## config.mk

```make
export PLATFORM = sky130hd
export DESIGN_NAME = xfer_port_arbiter
export DESIGN_NICKNAME = d
export VERILOG_FILES = /design/src/rtl/xarb_pkg.sv /design/src/rtl/xarb_dma_pick.sv /design/src/rtl/xarb_turn.sv /design/src/rtl/xfer_port_arbiter.sv
export SDC_FILE = /design/constraint.sdc
export NUM_CORES = 1
export LEC_CHECK = 0
export BUFFER_PORTS_ARGS = -buffer_cell sky130_fd_sc_hd__buf_2
export CAP_MARGIN = 20
export CORE_AREA = 8 8 45 47
export CTS_BUF_LIST = sky130_fd_sc_hd__clkbuf_4 sky130_fd_sc_hd__clkbuf_8 sky130_fd_sc_hd__clkbuf_16
export DETAILED_ROUTE_END_ITERATION = 10
export DIE_AREA = 0 0 53 55
export GPL_ROUTABILITY_DRIVEN = 0
export GPL_TIMING_DRIVEN = 0
export PLACE_DENSITY = 0.8
export SLEW_MARGIN = 10
export SYNTH_ARGS = -nofsm -noshare
export SYNTH_HDL_FRONTEND = slang
export SYNTH_SLANG_ARGS = --single-unit
```

## constraint.sdc

```tcl
create_clock -name clk -period 16.9 [get_ports clk]
set_clock_uncertainty 0.05 [all_clocks]
set_input_delay 1.69 -clock clk [delete_from_list [all_inputs] [get_ports clk]]
set_output_delay 1.69 -clock clk [all_outputs]
set_load 0.005 [all_outputs]
```

## src/rtl/xarb_pkg.sv

```systemverilog
`timescale 1ns/1ps
package xarb_pkg;
  typedef enum logic [1:0] {
    LVL_LOW  = 2'b00,
    LVL_NORM = 2'b01,
    LVL_HIGH = 2'b10,
    LVL_RSVD = 2'b11
  } lvl_e;

  // Rank used for comparison: reserved folds onto high.
  function automatic lvl_e rank_of(input logic [1:0] code);
    return (code == 2'b11) ? LVL_HIGH : lvl_e'(code);
  endfunction
endpackage

```

## src/rtl/xarb_dma_pick.sv

```systemverilog
`timescale 1ns/1ps
module xarb_dma_pick
  import xarb_pkg::*;
#(
  parameter int NUM_CH = 5,
  parameter int IDX_W  = 3
) (
  input  logic [NUM_CH-1:0]   req,
  input  logic [2*NUM_CH-1:0] lvl,
  output logic                any,
  output logic [IDX_W-1:0]    idx,
  output lvl_e                top_lvl
);
  lvl_e rank [NUM_CH];

  for (genvar g = 0; g < NUM_CH; g++) begin : g_rank
    assign rank[g] = rank_of(lvl[2*g +: 2]);
  end

  // Ascending scan with strict compare keeps the lowest index on ties.
  always_comb begin
    any     = 1'b0;
    idx     = '0;
    top_lvl = LVL_LOW;
    for (int i = 0; i < NUM_CH; i++) begin
      if (req[i] && (!any || rank[i] > top_lvl)) begin
        any     = 1'b1;
        idx     = IDX_W'(i);
        top_lvl = rank[i];
      end
    end
  end
endmodule

```

## src/rtl/xarb_turn.sv

```systemverilog
`timescale 1ns/1ps
module xarb_turn (
  input  logic clk,
  input  logic rst_n,
  input  logic norm_contest,
  input  logic dma_won,
  output logic dma_owed
);
  always_ff @(posedge clk or negedge rst_n) begin
    if (!rst_n)            dma_owed <= 1'b0;
    else if (norm_contest) dma_owed <= !dma_won;
  end
endmodule

```

## src/rtl/xfer_port_arbiter.sv

```systemverilog
`timescale 1ns/1ps
module xfer_port_arbiter
  import xarb_pkg::*;
#(
  parameter int NUM_CH = 5
) (
  input  logic                clk,
  input  logic                rst_n,
  input  logic                cpu_req,
  input  logic [NUM_CH-1:0]   dma_req,
  input  logic [2*NUM_CH-1:0] dma_lvl,
  output logic                cpu_gnt,
  output logic [NUM_CH-1:0]   dma_gnt
);
  localparam int IDX_W = (NUM_CH > 1) ? $clog2(NUM_CH) : 1;

  logic             dma_any;
  logic [IDX_W-1:0] dma_idx;
  lvl_e             dma_top;
  logic             dma_owed;
  logic             dma_win;
  logic             norm_contest;

  xarb_dma_pick #(.NUM_CH(NUM_CH), .IDX_W(IDX_W)) u_pick (
    .req     (dma_req),
    .lvl     (dma_lvl),
    .any     (dma_any),
    .idx     (dma_idx),
    .top_lvl (dma_top)
  );

  always_comb begin
    dma_win = 1'b0;
    if (dma_any) begin
      if (!cpu_req) dma_win = 1'b1;
      else begin
        unique case (dma_top)
          LVL_LOW:  dma_win = 1'b0;
          LVL_NORM: dma_win = dma_owed;
          default:  dma_win = 1'b1;
        endcase
      end
    end
  end

  assign norm_contest = cpu_req && dma_any && (dma_top == LVL_NORM);
  assign cpu_gnt      = cpu_req && !dma_win;

  xarb_turn u_turn (
    .clk          (clk),
    .rst_n        (rst_n),
    .norm_contest (norm_contest),
    .dma_won      (dma_win),
    .dma_owed     (dma_owed)
  );

  for (genvar g = 0; g < NUM_CH; g++) begin : g_gnt
    assign dma_gnt[g] = dma_win && (dma_idx == IDX_W'(g));
  end
endmodule

```

==> key figures <==
Final layout
  – Design area: 668 µm²
  – Fraction of layout cells with a size suffix above 1: around 29%
  – Number of fill cells: between 100 and 150
  – Cell Count, Final, Fillers Out: ~120
  – Most flops, register: u_turn.dma_owed
  – N_diodes: 0
  – Top Registers: u_turn.dma_owed: 1 flops
  – Area delta synth->final: 24.2%
  – Largest register FFs: 1
  – Multi-input gate area: approximately 470 µm²
  – Nets: between 100 and 150
  – Register area: ~25 µm²

STA
  – # setup viols final: 0
  – RSZ-0062 raised after global routing: no
  – Setup TNS: 0 ns
  – Worst-Margin Slew: 0.444 ns
  – Max Fclk: 0.111 GHz
  – Max_slew headroom: ~70%
  – Endpoints failing hold: 0
  – Final slew viol count: 0
  – Tcrit/Tclk final: 53.2%
  – Final Critical Period: around 9.0 ns
  – Setup ws final: about 7.9 ns

Logic synthesis
  – Adder-Cell Fraction of Synth Area: between 10% and 20%
  – Syn avg cell area: approximately 7 µm²
  – Synth top area cells: ha_1 (19%), nand2_1 (9.1%), o211ai_1 (5.6%)
  – Post-Synth Simple-Gate Area: between 30% and 40%
  – Xor/xnor cell area share of the yosys netlist: under 10%
  – Synthesized flop and latch total: 1
  – Largest family of logic cells by synthesized area: simple AND/OR/NAND/NOR gates
  – Synthesized area: roughly 540 µm²
  – Synth Net Count: 104
  – Gate count of the mapped netlist: 78
  – Synth top area share: between 10% and 20%
  – Multiplexer share of the synthesized area: 2.09%
  – Synth warnings: 0
  – Complex-gate fraction of the synthesized area: a little under a third
  – Post-synth cell types: 32
  – Sequential element share of the synthesized area: under 10%
  – Synth area leader: ha_1

Route
  – Vias per inst: approximately 5.3
  – Aggregate routed wire length: about 1.4 mm
  – Drt pass-1 iters: 4
  – Antenna viol nets, final: 0
  – Via Count: just over 600
  – DR WL/cell: roughly 12 µm
  – Iter 0 DRT Violations: 6
  – # DRC: 0

Die
  – Core box area: approximately 1400 µm²
  – Die area: slightly below 3000 µm²
  – Num ports: 24
  – Row count: 14
  – Die height: around 55 µm
  – Die Span X: 53 µm
  – Starting Density: between 30% and 40%

Min path
  – HP Class: flip-flop to flip-flop

Power
  – Worst IR Drop VDD: around 0.024 mV
  – Sw Pwr: between 0.00002 and 0.000025 W
  – Switching share of total power: 49.7%
  – Pleak: 0.343 nW
  – Total power: 0.0000406 W
  – Logic pwr share: about nine tenths
  – PwrDens: ~61 nW/µm²
  – Clk pwr share: 0%
  – P_int: 0.0000205 W
  – Seq pwr share: approximately a tenth

GRT
  – GRT overflow: 0
  – GRT Util Overall: under 10%
  – Largest net degree at the start of global routing: 9
  – First-pass GRT wire length: between 2 and 2.5 mm
  – Vias in the first global route: between 500 and 600
  – Initial antenna violation count: 0

Placed design
  – Worst slack at placement: about 7.9 ns
  – Placed instance count: approximately 120
  – DP HPWL: between 1 and 1.5 mm
  – DP Area: ~670 µm²
  – Port bufs: 22

Clocking
  – Clk_lat worst skew: 0 ns
  – CTS Hold Bufs: 0
  – Post-CTS Setup Repair Bufs: 0
  – Number of gates resized after cts: 0
  – CTS clk-pin slew, worst paths: 0 ns

Critical path
  – Worst EP arrival: ~7.3 ns
  – Critical path fanouts, max: 6
  – Crit Path Class: primary input to output pin
  – Worst Setup Start Kind: primary input
  – Critical Path Sink Type: output pin
  – WP data required: 15.16 ns

Run
  – Maxcap violations: 0

Run status
  – Status: finished clean
==> final timing paths <==
| path | from | endpoint | slack, ns | depth (start not counted) |
|---|---|---|---|---|
| setup / recovery | dma_lvl[3] | dma_gnt[1] | 7.91 | 25 |
| hold / removal | u_turn.dma_owed$_DFFE_PN0P_ | u_turn.dma_owed$_DFFE_PN0P_ | 0.47 | 2 |
| setup reg to reg | u_turn.dma_owed$_DFFE_PN0P_ | u_turn.dma_owed$_DFFE_PN0P_ | 16.24 | 2 |
| hold reg to reg | u_turn.dma_owed$_DFFE_PN0P_ | u_turn.dma_owed$_DFFE_PN0P_ | 0.47 | 2 |
| max in group asynchronous | rst_n | u_turn.dma_owed$_DFFE_PN0P_ | 15.30 | 1 |
| min in group asynchronous | rst_n | u_turn.dma_owed$_DFFE_PN0P_ | 1.41 | 1 |
==> placed cells by master, fill, tap and decap left out, types with 4 or more instances in the layout <==
cell type,synthesis,layout
buf_2,0,22
clkbuf_1,4,4
ha_1,8,8
nand2_1,13,13
nor2_1,7,7
nor2b_1,4,4
nor3_1,4,4
o211ai_1,4,4
==> metal layers <==
| metal | vias to the layer above | track usage [%] | wire (µm) |
|---|---|---|---|
| met4 | 0 | 0 | 0 |
| met2 | 12 | 19.1 | 728 |
| met3 | 0 | 0.802 | 69 |
| met5 | - | 0 | 0 |
| met1 | 272 | 8.91 | 573 |
| li1 | 325 | - | - |
==> cell families after synthesis <==
group / count (synthesis)
AO/OA/AOI/OAI: 20
XOR/XNOR: 1
multiplexers: 1
adder cells (fa/ha/maj): 8
buffers and inverters: 9
flip-flops: 1
AND/OR/NAND/NOR: 38
==> cell usage after synthesis (all sizes together) <==
master,instances
a21boi,2
nor2,7
nand2,13
a21o,2
a21oi,3
mux2,1
o311a,1
o21ai,1
nand3b,1
a311oi,1
nor2b,4
a32oi,1
and2,2
ha,8
a211oi,1
dfrtp,1
a211o,1
o211ai,4
nor3,4
nand2b,3
a31oi,1
xnor2,1
a32o,1
and3,1
inv,4
buf,1
clkbuf,4
nand3,3
a2111oi,1
==> per-stage QoR <==
stage	utilization [%]	hold WS, ns
global route	48.3	0.519
detailed placement	48.3	0.471
global placement	48.3	0.467
finish	48.3	0.468
floorplan	-	0.450
CTS	48.3	0.476
==> final cells by class <==
cell class	instances	share of cell area, %
Sequential cell	1	3.75
Timing Repair Buffer	22	16.5
Inverter	4	2.25
Tap cell	16	3.00
Buffer	5	3.93
Multi-Input combinational cell	68	70.6
==> critical path, stage by stage <==
cell and delay [ns]:
buf_2 0.12, clkbuf_1 0.09, ha_1 0.32, nor2b_1 0.15
o311a_1 0.32, a32oi_1 0.28, ha_1 0.30, nor2b_1 0.13
o211ai_1 0.32, and2_1 0.28, a21o_1 0.16, ha_1 0.23
nor2b_1 0.13, o211ai_1 0.27, nand2_1 0.21, nor2_1 0.15
nor2_1 0.06, ha_1 0.28, nor2b_1 0.13, o211ai_1 0.27
and2_0 0.30, mux2_2 0.39, a2111oi_4 0.42, nor3_1 0.10
buf_2 0.14
==> power by group through the flow <==
stage	Sequential, W	Clock, W	Combinational (W)
after floorplan	0.00000393	0	0.0000270
after global placement	0.00000401	0	0.0000353
after detailed placement	0.00000404	0	0.0000368
after CTS	0.00000405	0	0.0000369
after global routing	0.00000428	0	0.0000413
final	0.00000400	0	0.0000366
Note: power is estimated with default switching activity, not from simulation.
